`config.mk`:
```
export PLATFORM = sky130hd
export DESIGN_NAME = pwr_seq_top
export DESIGN_NICKNAME = d
export VERILOG_FILES = /design/src/rtl/pwr_seq_pkg.sv /design/src/rtl/pwr_seq_sync.sv /design/src/rtl/pwr_seq_timer.sv /design/src/rtl/pwr_seq_wrst.sv /design/src/rtl/pwr_seq_fsm.sv /design/src/rtl/pwr_seq_top.sv
export SDC_FILE = /design/constraint.sdc
export NUM_CORES = 1
export LEC_CHECK = 0
export BUFFER_PORTS_ARGS = -buffer_cell sky130_fd_sc_hd__buf_4
export CAP_MARGIN = 0
export CORE_MARGIN = 3
export CORE_UTILIZATION = 27
export CTS_CLUSTER_DIAMETER = 200
export DETAILED_ROUTE_END_ITERATION = 10
export PLACE_DENSITY = 0.47
export SYNTH_ARGS = -nofsm -noshare
export SYNTH_HDL_FRONTEND = slang
export SYNTH_SLANG_ARGS = --single-unit
```
`constraint.sdc`:
```
create_clock -name clk -period 2.6 [get_ports clk]
set_input_delay 0.26 -clock clk [delete_from_list [all_inputs] [get_ports clk]]
set_output_delay 0.26 -clock clk [all_outputs]
set_load 0.005 [all_outputs]
```
`src/rtl/pwr_seq_pkg.sv`:
```
package pwr_seq_pkg;

  typedef enum logic [3:0] {
    PS_G3   = 4'd0,
    PS_G3S5 = 4'd1,
    PS_S5   = 4'd2,
    PS_S5S3 = 4'd3,
    PS_S3   = 4'd4,
    PS_S3S0 = 4'd5,
    PS_S0   = 4'd6,
    PS_S0S3 = 4'd7,
    PS_S3S5 = 4'd8,
    PS_S5G3 = 4'd9
  } pwr_state_e;

  function automatic int max3(input int a, input int b, input int c);
    int m;
    m = (a > b) ? a : b;
    return (m > c) ? m : c;
  endfunction

endpackage

```
`src/rtl/pwr_seq_sync.sv`:
```
module pwr_seq_sync #(
  parameter int WIDTH  = 5,
  parameter int STAGES = 2
) (
  input  logic             clk,
  input  logic             rst_n,
  input  logic [WIDTH-1:0] d_i,
  output logic [WIDTH-1:0] q_o
);

  logic [STAGES-1:0][WIDTH-1:0] stg_q;

  always_ff @(posedge clk or negedge rst_n) begin
    if (!rst_n) stg_q <= '0;
    else        stg_q <= {stg_q[STAGES-2:0], d_i};
  end

  assign q_o = stg_q[STAGES-1];

endmodule

```
`src/rtl/pwr_seq_timer.sv`:
```
module pwr_seq_timer #(
  parameter int WIDTH = 8
) (
  input  logic             clk,
  input  logic             rst_n,
  input  logic             load_i,
  input  logic [WIDTH-1:0] val_i,
  output logic             done_o
);

  logic [WIDTH-1:0] cnt_q;

  always_ff @(posedge clk or negedge rst_n) begin
    if (!rst_n)              cnt_q <= '0;
    else if (load_i)         cnt_q <= val_i;
    else if (cnt_q != '0)    cnt_q <= cnt_q - 1'b1;
  end

  assign done_o = (cnt_q == '0);

endmodule

```
`src/rtl/pwr_seq_wrst.sv`:
```
module pwr_seq_wrst #(
  parameter int PULSE_CYC = 320
) (
  input  logic clk,
  input  logic rst_n,
  input  logic req_i,
  output logic rcin_n_o
);

  localparam int TW = $clog2(PULSE_CYC + 1);
  localparam logic [TW-1:0] LD = TW'(PULSE_CYC - 1);

  logic active_q;
  logic tmr_done;
  logic start;

  assign start = req_i && !active_q;

  pwr_seq_timer #(.WIDTH(TW)) u_tmr (
    .clk    (clk),
    .rst_n  (rst_n),
    .load_i (start),
    .val_i  (LD),
    .done_o (tmr_done)
  );

  always_ff @(posedge clk or negedge rst_n) begin
    if (!rst_n)                    active_q <= 1'b0;
    else if (start)                active_q <= 1'b1;
    else if (active_q && tmr_done) active_q <= 1'b0;
  end

  assign rcin_n_o = !active_q;

  logic [TW:0] low_cnt_q;
  always_ff @(posedge clk or negedge rst_n) begin
    if (!rst_n)        low_cnt_q <= '0;
    else if (active_q) low_cnt_q <= low_cnt_q + 1'b1;
    else               low_cnt_q <= '0;
  end

  AST_WARM_PULSE_LEN: assert property (@(posedge clk) disable iff (!rst_n)
    $rose(rcin_n_o) |-> (low_cnt_q == (TW+1)'(PULSE_CYC)));

endmodule

```
`src/rtl/pwr_seq_fsm.sv`:
```
module pwr_seq_fsm
  import pwr_seq_pkg::*;
#(
  parameter int CLK_HZ              = 50_000_000,
  parameter int PG_TIMEOUT_MS       = 100,
  parameter int RESUME_WAIT_MS      = 15,
  parameter bit THROTTLE_ACTIVE_LOW = 1'b0
) (
  input  logic       clk,
  input  logic       rst_n,
  input  logic       pwr_on_i,
  input  logic       force_off_i,
  input  logic       throttle_req_i,
  input  logic       pause_s5_i,
  input  logic       rsm_pg_s,
  input  logic       sys_pg_s,
  input  logic       slp_s3_n_s,
  input  logic       slp_s4_n_s,
  input  logic       pwrdn_ack_s,
  output logic       rsmrst_n_o,
  output logic       sys_pwrok_o,
  output logic       prochot_o,
  output logic       soc_ack_o,
  output logic [3:0] state_o
);

  localparam int MS_CYC  = (CLK_HZ / 1000 > 0) ? CLK_HZ / 1000 : 1;
  localparam int PG_CYC  = PG_TIMEOUT_MS * MS_CYC;
  localparam int RES_CYC = RESUME_WAIT_MS * MS_CYC;
  localparam int OFF_CYC = CLK_HZ / 25_000_000 + 1;   // >= 40 ns
  localparam int TW      = $clog2(max3(PG_CYC, RES_CYC, OFF_CYC) + 1);
  localparam logic [TW-1:0] PG_LD  = TW'(PG_CYC - 1);
  localparam logic [TW-1:0] RES_LD = TW'(RES_CYC - 1);
  localparam logic [TW-1:0] OFF_LD = TW'(OFF_CYC - 1);
  localparam logic THR_OFF = THROTTLE_ACTIVE_LOW;

  pwr_state_e state_q, nxt;
  logic rsmrst_n_q, sys_pwrok_q, prochot_q, soc_ack_q, pending_q;
  logic rail_fail, frc, run_ok, thr_lvl;
  logic tmr_load, tmr_done;
  logic [TW-1:0] tmr_val;

  assign run_ok  = sys_pg_s && slp_s3_n_s && slp_s4_n_s;
  assign thr_lvl = throttle_req_i ^ THROTTLE_ACTIVE_LOW;
  assign frc     = force_off_i || rail_fail;

  pwr_seq_timer #(.WIDTH(TW)) u_tmr (
    .clk    (clk),
    .rst_n  (rst_n),
    .load_i (tmr_load),
    .val_i  (tmr_val),
    .done_o (tmr_done)
  );

  always_comb begin
    nxt       = state_q;
    rail_fail = 1'b0;
    tmr_load  = 1'b0;
    tmr_val   = '0;
    case (state_q)
      PS_G3: if (pwr_on_i) begin
        nxt = PS_G3S5; tmr_load = 1'b1; tmr_val = PG_LD;
      end
      PS_G3S5: begin
        if (rsm_pg_s)      nxt = PS_S5;
        else if (tmr_done) begin nxt = PS_G3; rail_fail = 1'b1; end
      end
      PS_S5:   if (slp_s4_n_s) nxt = PS_S5S3;
      PS_S5S3: nxt = PS_S3;
      PS_S3: begin
        if (!rsm_pg_s)        begin nxt = PS_S3S5; rail_fail = 1'b1; end
        else if (slp_s3_n_s)  begin nxt = PS_S3S0; tmr_load = 1'b1; tmr_val = RES_LD; end
        else if (!slp_s4_n_s) nxt = PS_S3S5;
      end
      PS_S3S0: begin
        if (!rsm_pg_s)     begin nxt = PS_S3S5; rail_fail = 1'b1; end
        else if (tmr_done) nxt = PS_S0;
      end
      PS_S0: begin
        if (!rsm_pg_s) begin
          nxt = PS_S0S3; rail_fail = 1'b1; tmr_load = 1'b1; tmr_val = OFF_LD;
        end else if (!run_ok) begin
          nxt = PS_S0S3; tmr_load = 1'b1; tmr_val = OFF_LD;
        end
      end
      PS_S0S3: if (tmr_done) nxt = PS_S3;
      PS_S3S5: nxt = pause_s5_i ? PS_S5 : PS_S5G3;
      PS_S5G3: nxt = (pending_q || pwrdn_ack_s) ? PS_G3 : PS_S5;
      default: nxt = PS_G3;
    endcase
  end

  always_ff @(posedge clk or negedge rst_n) begin
    if (!rst_n) begin
      state_q     <= PS_G3;
      rsmrst_n_q  <= 1'b0;
      sys_pwrok_q <= 1'b0;
      prochot_q   <= THR_OFF;
      soc_ack_q   <= 1'b1;
      pending_q   <= 1'b0;
    end else begin
      state_q <= nxt;
      case (state_q)
        PS_G3:   if (pwr_on_i) soc_ack_q <= 1'b0;
        PS_G3S5: if (rsm_pg_s) rsmrst_n_q <= 1'b1;
        PS_S3S0: if (rsm_pg_s && tmr_done) begin
          prochot_q   <= thr_lvl;
          sys_pwrok_q <= 1'b1;
        end
        PS_S0: begin
          if (nxt == PS_S0) prochot_q   <= thr_lvl;
          else              sys_pwrok_q <= 1'b0;
        end
        PS_S0S3: if (tmr_done) prochot_q <= THR_OFF;
        PS_S5G3: begin
          if (pending_q) soc_ack_q <= 1'b1;
          else if (pwrdn_ack_s) begin
            rsmrst_n_q <= 1'b0;
            soc_ack_q  <= 1'b1;
          end
        end
        default: ;
      endcase
      if (frc) begin
        sys_pwrok_q <= 1'b0;
        rsmrst_n_q  <= 1'b0;
      end
      if (frc)                                           pending_q <= 1'b1;
      else if (state_q == PS_G3 || state_q == PS_S5G3)   pending_q <= 1'b0;
    end
  end

  assign rsmrst_n_o  = rsmrst_n_q;
  assign sys_pwrok_o = sys_pwrok_q;
  assign prochot_o   = prochot_q;
  assign soc_ack_o   = soc_ack_q;
  assign state_o     = state_q;

  logic [TW:0] dwell_q;
  always_ff @(posedge clk or negedge rst_n) begin
    if (!rst_n)                  dwell_q <= '0;
    else if (state_q == PS_S3S0) dwell_q <= dwell_q + 1'b1;
    else                         dwell_q <= '0;
  end

  AST_PWROK_ONLY_RUN: assert property (@(posedge clk) disable iff (!rst_n)
    sys_pwrok_q |-> (state_q == PS_S0));
  AST_FORCE_DROPS: assert property (@(posedge clk) disable iff (!rst_n)
    force_off_i |=> (!sys_pwrok_q && !rsmrst_n_q));
  AST_THROTTLE_IDLE: assert property (@(posedge clk) disable iff (!rst_n)
    (state_q inside {PS_G3, PS_G3S5, PS_S5, PS_S5S3, PS_S3, PS_S3S0, PS_S3S5, PS_S5G3})
    |-> (prochot_q == THR_OFF));
  AST_ACK_AT_OFF: assert property (@(posedge clk) disable iff (!rst_n)
    (state_q == PS_G3 && $past(state_q) == PS_S5G3) |-> soc_ack_q);
  AST_RESUME_DWELL: assert property (@(posedge clk) disable iff (!rst_n)
    (state_q == PS_S0 && $past(state_q) == PS_S3S0) |-> (dwell_q == (TW+1)'(RES_CYC)));
  AST_PWROK_DROP: assert property (@(posedge clk) disable iff (!rst_n)
    (state_q == PS_S0S3) |-> !sys_pwrok_q);

endmodule

```
`src/rtl/pwr_seq_top.sv`:
```
module pwr_seq_top #(
  parameter int CLK_HZ              = 50_000_000,
  parameter int PG_TIMEOUT_MS       = 100,
  parameter int RESUME_WAIT_MS      = 15,
  parameter int WARM_RST_MS         = 32,
  parameter int SYNC_STAGES         = 2,
  parameter bit THROTTLE_ACTIVE_LOW = 1'b0
) (
  input  logic       clk,
  input  logic       rst_n,
  input  logic       pwr_on_i,
  input  logic       force_off_i,
  input  logic       warm_rst_i,
  input  logic       throttle_req_i,
  input  logic       pause_s5_i,
  input  logic       rsm_pg_i,
  input  logic       sys_pg_i,
  input  logic       slp_s3_n_i,
  input  logic       slp_s4_n_i,
  input  logic       pwrdn_ack_i,
  output logic       rsmrst_n_o,
  output logic       sys_pwrok_o,
  output logic       prochot_o,
  output logic       rcin_n_o,
  output logic       soc_ack_o,
  output logic [3:0] state_o
);

  localparam int MS_CYC   = (CLK_HZ / 1000 > 0) ? CLK_HZ / 1000 : 1;
  localparam int WARM_CYC = WARM_RST_MS * MS_CYC;
  localparam int N_IN     = 5;

  logic [N_IN-1:0] raw, syncd;

  assign raw = {pwrdn_ack_i, slp_s4_n_i, slp_s3_n_i, sys_pg_i, rsm_pg_i};

  pwr_seq_sync #(.WIDTH(N_IN), .STAGES(SYNC_STAGES)) u_sync (
    .clk   (clk),
    .rst_n (rst_n),
    .d_i   (raw),
    .q_o   (syncd)
  );

  pwr_seq_fsm #(
    .CLK_HZ              (CLK_HZ),
    .PG_TIMEOUT_MS       (PG_TIMEOUT_MS),
    .RESUME_WAIT_MS      (RESUME_WAIT_MS),
    .THROTTLE_ACTIVE_LOW (THROTTLE_ACTIVE_LOW)
  ) u_fsm (
    .clk            (clk),
    .rst_n          (rst_n),
    .pwr_on_i       (pwr_on_i),
    .force_off_i    (force_off_i),
    .throttle_req_i (throttle_req_i),
    .pause_s5_i     (pause_s5_i),
    .rsm_pg_s       (syncd[0]),
    .sys_pg_s       (syncd[1]),
    .slp_s3_n_s     (syncd[2]),
    .slp_s4_n_s     (syncd[3]),
    .pwrdn_ack_s    (syncd[4]),
    .rsmrst_n_o     (rsmrst_n_o),
    .sys_pwrok_o    (sys_pwrok_o),
    .prochot_o      (prochot_o),
    .soc_ack_o      (soc_ack_o),
    .state_o        (state_o)
  );

  pwr_seq_wrst #(.PULSE_CYC(WARM_CYC)) u_wrst (
    .clk      (clk),
    .rst_n    (rst_n),
    .req_i    (warm_rst_i),
    .rcin_n_o (rcin_n_o)
  );

endmodule

```
==> results of run 1 <==
per-stage QoR:
| step | instance area, µm² | total power, mW | instances | hold slack [ns] |
|---|---|---|---|---|
| 3_5_place_dp | 3702 | 2.646 | 519 | 0.3363 |
| 3_3_place_gp | 3702 | 2.662 | 519 | 0.3325 |
| 5_1_grt | 4049 | 4.328 | 535 | 0.01026 |
| 2_1_floorplan | 3303 | 2.196 | 354 | -0.03559 |
| 4_1_cts | 4049 | 4.083 | 535 | 0.01638 |
| 6_report | 4049 | 4.043 | 535 | 0.02790 |
cell families after synthesis:
kind of cell	synth area share [%]
DFF	48.52
xor gates and xnor gates	5.303
adders and majority gates	0.7575
buffers and inverters	3.674
AOI/OAI and AO/OA	16.21
muxes	0.9091
and+or+nand+nor	24.62
registers in the layout, indices dropped and copies added, names as in the netlist:
name                count
u_fsm.soc_ack_o         1
u_fsm.state_o           4
u_fsm.sys_pwrok_o       1
u_fsm.u_tmr.cnt_q      23
u_wrst.u_tmr.cnt_q     21
u_sync.q_o              5
u_fsm.pending_q         1
u_sync.stg_q            5
u_wrst.active_q         1
u_fsm.prochot_o         1
u_fsm.rsmrst_n_o        1
placed cells by master, fill, tap and decap left out, drive strengths merged, types with 2 or more instances in the layout:
| cell | Yosys | final |
|---|---|---|
| a21o | 3 | 3 |
| a21oi | 20 | 20 |
| a31o | 2 | 2 |
| a31oi | 4 | 4 |
| and2 | 3 | 3 |
| and3 | 7 | 7 |
| buf | 2 | 39 |
| bufinv | 0 | 3 |
| clkbuf | 15 | 11 |
| clkinv | 0 | 2 |
| dfrtp | 63 | 63 |
| ha | 2 | 2 |
| inv | 13 | 13 |
| mux2i | 3 | 3 |
| nand2 | 25 | 25 |
| nand2b | 3 | 3 |
| nand3 | 14 | 14 |
| nand4 | 5 | 5 |
| nor2 | 34 | 34 |
| nor2b | 2 | 2 |
| nor3 | 12 | 12 |
| nor3b | 2 | 2 |
| nor4 | 14 | 14 |
| o211ai | 3 | 3 |
| o21a | 2 | 2 |
| o21ai | 27 | 27 |
| o22a | 5 | 5 |
| o311ai | 3 | 3 |
| o31a | 5 | 5 |
| o31ai | 2 | 2 |
| or2 | 4 | 4 |
| or3 | 9 | 9 |
| or4 | 12 | 12 |
| xnor2 | 11 | 11 |
| xor2 | 9 | 9 |
power groups by stage:
stage / Clock [mW] / Sequential [mW] / Combinational [mW]
floorplan: 0 / 1.38 / 0.812
CTS: 1.44 / 1.44 / 1.20
detailed placement: 0 / 1.45 / 1.19
global placement: 0 / 1.46 / 1.21
global route: 1.49 / 1.48 / 1.36
finish: 1.40 / 1.44 / 1.20
area by class of cell:
class	count	share of cell area, %
Clock buffer	11	5.995
Clock inverter	5	2.565
Inverter	13	1.205
Sequential cell	64	39.59
Timing Repair Buffer	39	7.231
Multi-Input combinational cell	260	39.00
Tap cell	143	4.419
critical path, cell delays in order (launching register included):
cell and delay (ns):
dfrtp_1 0.39, or4_1 0.64, nor4_1 0.35, and2_0 0.49, o21ai_0 0.16, a32o_1 0.22
worst max-delay path by stage:
stage,startpoint,end,slack (ns),cells past startpoint
floorplan,u_wrst.u_tmr.cnt_q[14],u_wrst.u_tmr.cnt_q[13],0.22,7
global placement,u_fsm.u_tmr.cnt_q[11],u_fsm.prochot_o,0.23,5
detailed placement,u_wrst.u_tmr.cnt_q[11],u_wrst.u_tmr.cnt_q[13],0.24,5
CTS,u_wrst.u_tmr.cnt_q[13],u_wrst.u_tmr.cnt_q[19],0.22,5
global route,u_fsm.u_tmr.cnt_q[0],u_fsm.sys_pwrok_o,0.07,8
finish,u_fsm.u_tmr.cnt_q[11],u_fsm.prochot_o,0.24,5
routing by layer:
| metal | up-vias | part of all wire (%) |
|---|---|---|
| met1 | 1342 | 48 |
| li1 | 1366 | - |
| met2 | 59 | 46 |
| met4 | 0 | 1.0 |
| met5 | - | 0 |
| met3 | 11 | 5.0 |
==> impl_metrics.tcl, run 1 <==
set metrics [dict create \
    gp_congestion 0.8399 \
    die_area_um2 13600 \
    worst_slew_pin_slew_ns 0.8331 \
    r2r_cells 5 \
    ys_seq_area_share_pct 48.52 \
    final_antenna_net_count 0 \
    antenna_found_initial 0 \
    seqPwrFrac_pct 35.7 \
    rsz0062_at_grt "false" \
    max_freq_mhz 423.2 \
    yosys-top-cells-area "dfrtp_1, o21ai_0, nor2_1, a21oi_1, xnor2_1" \
    fin_util_pct 34.72 \
    synth_edf_count 0 \
    routed_wl_mm 7.934 \
    grtUsageTotal_pct 12.91 \
    grt_pass1_wl_mm 13.58 \
    pwr-share-comb_pct 29.7 \
    synthCells 354 \
    initial_utilization_pct 28.32 \
    cts_root_buffer "clkbuf_16" \
    cts.clk_slew.worst_paths_ns 0.05 \
    arrival_ns 2.59 \
    die_w_um 116.6 \
    drv_slew 0 \
    die_h_um 116.6 \
    clock_sinks 64 \
    pin_count 21 \
    worst_slack_ns 0.2371 \
    critPathMaxFanout 7 \
    drtIter0Drc 203 \
    period_needed_ns 2.363 \
    outcome "completed" \
    cp.required_ns 2.82 \
    internal_power_mw 2.731 \
    finClkSkew_ns 0.006624 \
    rr_startpoint "u_fsm.u_tmr.cnt_q[11]" \
    clkPwrFrac_pct 34.7 \
    synth_warnings 0 \
    synth_top_area_share_pct 47.73 \
    synth_cell_types 53 \
    multi_input_area_um2 1579 \
    cap_violations 0 \
    switching_power_mw 1.311 \
    n_antenna_cell 0 \
    dp_slack_ns 0.2428 \
    area.sequential_um2 1603 \
    leakage_nw 1.653 \
    async_flop_share_pct 100.0 \
    drive_above_1_share_pct 16.84 \
    cts-resized-gates 0 \
    dp_hpwl_mm 5.428 \
    syn_avg_cell_area_um2 9.331 \
    yosysTopAreaCell "dfrtp_1" \
    setup-tns-final_ns 0 \
    setup_viol 0 \
    drc 0 \
    top_usage_layer "met2" \
    globalRouteMet3Util_pct 4.715 \
    cts_tree "built" \
    portBuffers 20 \
    wl_per_cell_um 14.83 \
    nets 401 \
    critPathCaptureType "flop" \
    syn2layout_area_growth_pct 22.58 \
    viasPerCell 5.193 \
    p_sw_share_pct 32.44 \
    max-clock-path-buffers 2 \
    synth-seq-cells 64 \
    fp-row-count 39 \
    powerDensity_nw_per_um2 998.5 \
    grt_overflow 0 \
    grt_pass1_vias 2717 \
    worst_setup_path_start_kind "flop" \
    met2_usage_pct 19.60 \
    relSlewSlack_pct 44.46 \
    postCtsHoldBufs 0 \
    cts_setup_buffers 0 \
    hold_violations 0 \
    irDropWorstVdd_uv 389.8 \
    ys.flop_type "dfrtp_1" \
    finalCritPeriodShare_pct 90.88 \
    synth_nets 368 \
    rrSetupSlack_ns 0.24 \
    use_met1_pct 17.22 \
    synth.most_common_cell "dfrtp_1" \
    netlist_area_um2 3303 \
    drt-pass1-iter-count 4 \
    fill_cells 1165 \
    synth_common_cells "dfrtp_1, nor2_1, o21ai_0, nand2_1, a21oi_1" \
    vias 2778 \
    r2r_end "u_fsm.prochot_o" \
    core_um2 11660 \
    h-tree-depth 3 \
    hold_class "input pin to async pin" \
    grt_max_degree 65 \
    setup.worst_path.class "flop to flop" \
    cts_buffers 9 \
    insertion_delay_ns 0.33 \
]
Power figures use the tool's default switching activity.
==> inputs of run 2 (changes only) <==
- clock period: 2.6 -> 2.9 ns (I/O delays scaled with it)
==> run 2 against run 1 <==
  * Cell count down 1.9%
  * Final area fell by 2.3%
  * Flip-flop and latch count is the same
  * Worst hold slack better by 0.021 ns
  * Clock skew is 0.0010 ns lower
  * Largest cell class unchanged
  * Largest power group unchanged
==> impl_metrics.tcl, run 2 (synthesis gave the netlist of run 1 again) <==
set metrics [dict create \
    outcome "completed" \
    drtIter0Drc 145 \
    initial_utilization_pct 28.32 \
    cts_buffers 9 \
    antenna_found_initial 0 \
    h-tree-depth 3 \
    final_antenna_net_count 0 \
    relSlewSlack_pct 43.81 \
    setup_viol 0 \
    postCtsHoldBufs 0 \
    top_regs "u_fsm.u_tmr.cnt_q x23, u_wrst.u_tmr.cnt_q x21" \
    n_antenna_cell 0 \
    cp.required_ns 3.10 \
    worst_setup_path_start_kind "flop" \
    clock_sinks 64 \
    finalCritPeriodShare_pct 89.90 \
    grt_overflow 0 \
    dpl-instance-area_um2 3627 \
    pin_count 21 \
    cts.clk_slew.worst_paths_ns 0.06 \
    top_register "u_fsm.u_tmr.cnt_q" \
    hold_class "input pin to async pin" \
    arrival_ns 2.80 \
    rrSetupSlack_ns 0.29 \
    die_h_um 116.6 \
    grt_pass1_wl_mm 13.42 \
    viasPerCell 5.114 \
    power_mw 3.471 \
    max_freq_mhz 383.6 \
    syn2layout_area_growth_pct 19.81 \
    drv_slew 0 \
    grt_max_degree 65 \
    fin_area_um2 3958 \
    dp_cells 509 \
    die_area_um2 13600 \
    drt-pass1-iter-count 4 \
    powerDensity_nw_per_um2 877.0 \
    cts-resized-gates 0 \
    nets 391 \
    die_w_um 116.6 \
    cts_setup_buffers 0 \
    gp_congestion 0.7984 \
    drive_above_1_share_pct 14.92 \
    max-clock-path-buffers 2 \
    insertion_delay_ns 0.33 \
    cap_violations 0 \
    grtUsageTotal_pct 12.49 \
    largest_reg_flops 23 \
    setup-tns-final_ns 0 \
    setup.worst_path.class "flop to flop" \
    fp-row-count 39 \
    drc 0 \
    period_needed_ns 2.607 \
    irDropWorstVdd_uv 372.8 \
    hold_violations 0 \
    wl_per_cell_um 14.85 \
    rsz0062_at_grt "false" \
    critPathMaxFanout 11 \
    worst_slew_pin_slew_ns 0.8412 \
    grt_pass1_vias 2742 \
    dp_hpwl_mm 5.402 \
    instances_no_fill 525 \
    fin_util_pct 33.93 \
    core_um2 11660 \
    routed_wl_mm 7.794 \
    leakage_nw 1.587 \
    cts_root_buffer "clkbuf_16" \
    final_cell_mix "dfrtp_1, nor2_1, buf_4" \
    vias 2685 \
    finClkSkew_ns 0.005581 \
    critPathCaptureType "flop" \
    cts_tree "built" \
    final_common_cell "dfrtp_1" \
    portBuffers 20 \
]
run 2: changes by cell type in the layout (fill, tap and decap cells not counted):
cell / before / now
buf_4: 39 / 29
bufinv_16: 3 / 2
clkbuf_1: 1 / 0
clkinv_2: 1 / 0
clkinv_4: 1 / 0
clkinvlp_4: 0 / 3
inv_6: 0 / 1
run 2: through the flow:
| step | hold WS [ns] | setup slack (ns) |
|---|---|---|
| global route | 0.04687 | 0.07443 |
| floorplan | -0.005591 | 0.5224 |
| CTS | 0.05301 | 0.2803 |
| detailed placement | 0.3358 | 0.2860 |
| finish | 0.04855 | 0.2928 |
| global placement | 0.3322 | 0.4687 |
run 2: metal layers:
layer	vias to the layer above	global-route usage (%)	wire length, µm
met5	-	0	0
met4	0	3.899	76
met3	7	3.420	213
met2	25	20.02	3646
met1	1318	16.48	3857
li1	1335	-	-
run 2: area by class of cell:
type                    instances  area (µm²)
clock buffers                  10       239.0
clock inverters                 6       91.34
fillers                      1199        7705
inverters                      13       48.80
multi-input cells             260        1579
flip-flops and latches         64        1603
well taps                     143       178.9
repair buffers                 29       217.7
run 2: where the power goes:
| part | internal (mW) | leakage, nW | switching (mW) | total, mW |
|---|---|---|---|---|
| Combinational | 0.442 | 0.686 | 0.511 | 0.954 |
| Clock | 0.778 | 0.151 | 0.407 | 1.19 |
| Sequential | 1.09 | 0.749 | 0.245 | 1.33 |
| Total | 2.31 | 1.59 | 1.16 | 3.47 |
run 2: worst paths after layout:
check                      cells after the start                    end                 start
min in group clk                               1        u_sync.stg_q[2]            slp_s3_n_i
max in group asynchronous                      1   u_fsm.u_tmr.cnt_q[7]                 rst_n
min reg2reg                                    0          u_sync.q_o[0]       u_sync.stg_q[0]
max reg2reg                                    7      u_fsm.sys_pwrok_o  u_fsm.u_tmr.cnt_q[0]
min                                            1  u_fsm.u_tmr.cnt_q[17]                 rst_n
max                                            7      u_fsm.sys_pwrok_o  u_fsm.u_tmr.cnt_q[0]
run 2: worst max-delay path: stages (launching register included):
cell and delay [ns]:
dfrtp_1 0.40, inv_1 0.08, ha_1 0.19, or3b_2 0.49, nor3_1 0.25, nand4_1 0.50
o31ai_1 0.49, a21oi_1 0.08
==> inputs of run 3 (changes only) <==
--- a/config.mk
+++ b/config.mk
@@ -7,3 +7,2 @@
 export LEC_CHECK = 0
-export BUFFER_PORTS_ARGS = -buffer_cell sky130_fd_sc_hd__buf_4
 export CAP_MARGIN = 0
@@ -13,3 +12,3 @@
 export DETAILED_ROUTE_END_ITERATION = 10
-export PLACE_DENSITY = 0.47
+export DONT_BUFFER_PORTS = 1
 export SYNTH_ARGS = -nofsm -noshare
--- a/constraint.sdc
+++ b/constraint.sdc
@@ -3,2 +3,2 @@
 set_output_delay 0.29 -clock clk [all_outputs]
-set_load 0.005 [all_outputs]
+set_load 0.1 [all_outputs]
==> run 3 against run 2 <==
  * First-iteration DRC count rose by 59%
  * Critical path depth fell by 2
  * Setup slack improved by 0.15 ns
  * Core utilization fell by 0.32 points
  * Final area fell by 0.95%
  * Clock skew fell by 0.0015 ns
  * Flip-flop and latch count did not move
  * Worst hold slack improved by 0.078 ns
==> impl_metrics.tcl, run 3 (synthesis gave the netlist of run 1 again) <==
set metrics [dict create \
    drc 0 \
    grt_max_degree 65 \
    dp_cells 495 \
    critPathCaptureType "flop" \
    cts-resized-gates 0 \
    nets 384 \
    wl_per_cell_um 14.81 \
    drt-pass1-iter-count 5 \
    finClkSkew_ns 0.004102 \
    grt_pass1_wl_mm 12.88 \
    setup.worst_path.class "flop to flop" \
    grt_pass1_vias 2623 \
    grtUsageTotal_pct 12.25 \
    final_cell_mix "dfrtp_1, nor2_1, o21ai_0" \
    worst_setup_path_start_kind "flop" \
    cts_setup_buffers 0 \
    cts_buffers 9 \
    drtIter0Drc 230 \
    final_antenna_net_count 0 \
    rsz0062_at_grt "false" \
    top_register "u_fsm.u_tmr.cnt_q" \
    n_antenna_cell 0 \
    insertion_delay_ns 0.33 \
    clock_sinks 64 \
    arrival_ns 2.66 \
    viasPerCell 5.292 \
    max_freq_mhz 407.5 \
    cpPeakStageDelay_ns 0.66 \
    cp.required_ns 3.11 \
    cap_violations 0 \
    die_h_um 116.6 \
    cts_root_buffer "clkbuf_16" \
    seqPwrFrac_pct 38.2 \
    antenna_found_initial 0 \
    setup-tns-final_ns 0 \
    instances_no_fill 517 \
    outcome "completed" \
    drive_above_1_share_pct 11.50 \
    whs_ns 0.1267 \
    crit_slowest_cell "or4_1" \
    leakage_nw 1.551 \
    period_needed_ns 2.454 \
    finalCritPeriodShare_pct 84.62 \
    crit_chain "or4_1, or4_4, o21ai_2, nor4_1, or3_1" \
    core_um2 11660 \
    internal_power_mw 2.247 \
    clkPwrFrac_pct 30.7 \
    irDropWorstVdd_uv 395.2 \
    critPathMaxFanout 8 \
    fp-row-count 39 \
    routed_wl_mm 7.656 \
    portBuffers 0 \
    die_w_um 116.6 \
    drv_slew 0 \
    p_sw_share_pct 38.65 \
    top_regs "u_fsm.u_tmr.cnt_q x23, u_wrst.u_tmr.cnt_q x21" \
    cts.clk_slew.worst_paths_ns 0.05 \
    vias 2736 \
    largest_reg_flops 23 \
    final_common_cell "dfrtp_1" \
    pwr-share-comb_pct 31.1 \
    worst_slew_pin_slew_ns 0.9429 \
    gp_congestion 0.8558 \
    fill_cells 1181 \
    postCtsHoldBufs 7 \
    setup_viol 0 \
    dp_hpwl_mm 5.293 \
    hold_violations 0 \
    powerDensity_nw_per_um2 934.2 \
    syn2layout_area_growth_pct 18.67 \
    h-tree-depth 3 \
    switching_power_mw 1.415 \
    initial_utilization_pct 28.32 \
    cts_tree "built" \
    grt_overflow 0 \
    pin_count 21 \
    max-clock-path-buffers 2 \
    hold_class "input pin to flop" \
    relSlewSlack_pct 37.14 \
    die_area_um2 13600 \
]
-- run 3: final cells by class --
cell class                      instances  area [µm²]  share of cell area (%)
Multi-Input combinational cell        260        1579                   40.28
Clock inverter                          6       85.08                   2.170
Sequential cell                        64        1603                   40.89
Tap cell                              143       178.9                   4.564
Timing Repair Buffer                   22       200.2                   5.107
Clock buffer                            9       225.2                   5.745
Inverter                               13       48.80                   1.245
-- run 3: per-stage QoR --
stage | utilization [%] | power, mW | worst slack, ns | cell area (µm²)
2_1_floorplan | - | 2.243 | 0.2559 | 3303
3_3_place_gp | 30.20 | 2.481 | 0.4835 | 3522
3_5_place_dp | 30.20 | 2.511 | 0.4492 | 3522
4_1_cts | 33.61 | 3.686 | 0.4428 | 3920
5_1_grt | 33.61 | 3.876 | 0.2617 | 3920
6_report | 33.61 | 3.662 | 0.4461 | 3920
-- run 3: power groups by stage --
stage | clock (mW) | combinational, mW | sequential, mW
floorplan | 0 | 0.729 | 1.51
global placement | 0 | 1.08 | 1.40
detailed placement | 0 | 1.11 | 1.41
CTS | 1.16 | 1.14 | 1.39
global route | 1.19 | 1.25 | 1.43
finish | 1.12 | 1.14 | 1.40
-- run 3: final timing paths --
path | startpoint | end | depth (start not counted) | slack [ns]
setup / recovery | u_wrst.u_tmr.cnt_q[14] | u_wrst.u_tmr.cnt_q[13] | 5 | 0.45
hold / removal | throttle_req_i | u_fsm.prochot_o | 1 | 0.13
setup reg to reg | u_wrst.u_tmr.cnt_q[14] | u_wrst.u_tmr.cnt_q[13] | 5 | 0.45
hold reg to reg | u_sync.stg_q[3] | u_sync.q_o[3] | 0 | 0.35
max in group asynchronous | rst_n | u_fsm.soc_ack_o | 2 | 2.11
min in group asynchronous | rst_n | u_fsm.u_tmr.cnt_q[13] | 2 | 0.48
-- run 3: routing by layer --
metal / wire (µm) / part of all wire [%] / vias to the layer above / track usage, %
li1: - / - / 1325 / -
met1: 3608 / 47 / 1317 / 16.40
met2: 3497 / 46 / 83 / 18.38
met3: 471 / 6.2 / 11 / 4.560
met4: 78 / 1.0 / 0 / 3.976
met5: 0 / 0 / - / 0
-- run 3: critical path: cells and delay by family, from the launching register on --
| family | cells | cell delay (ns) |
|---|---|---|
| AO/OA/AOI/OAI | 1 | 0.26 |
| flip-flops | 1 | 0.39 |
| AND/OR/NAND/NOR | 4 | 1.69 |
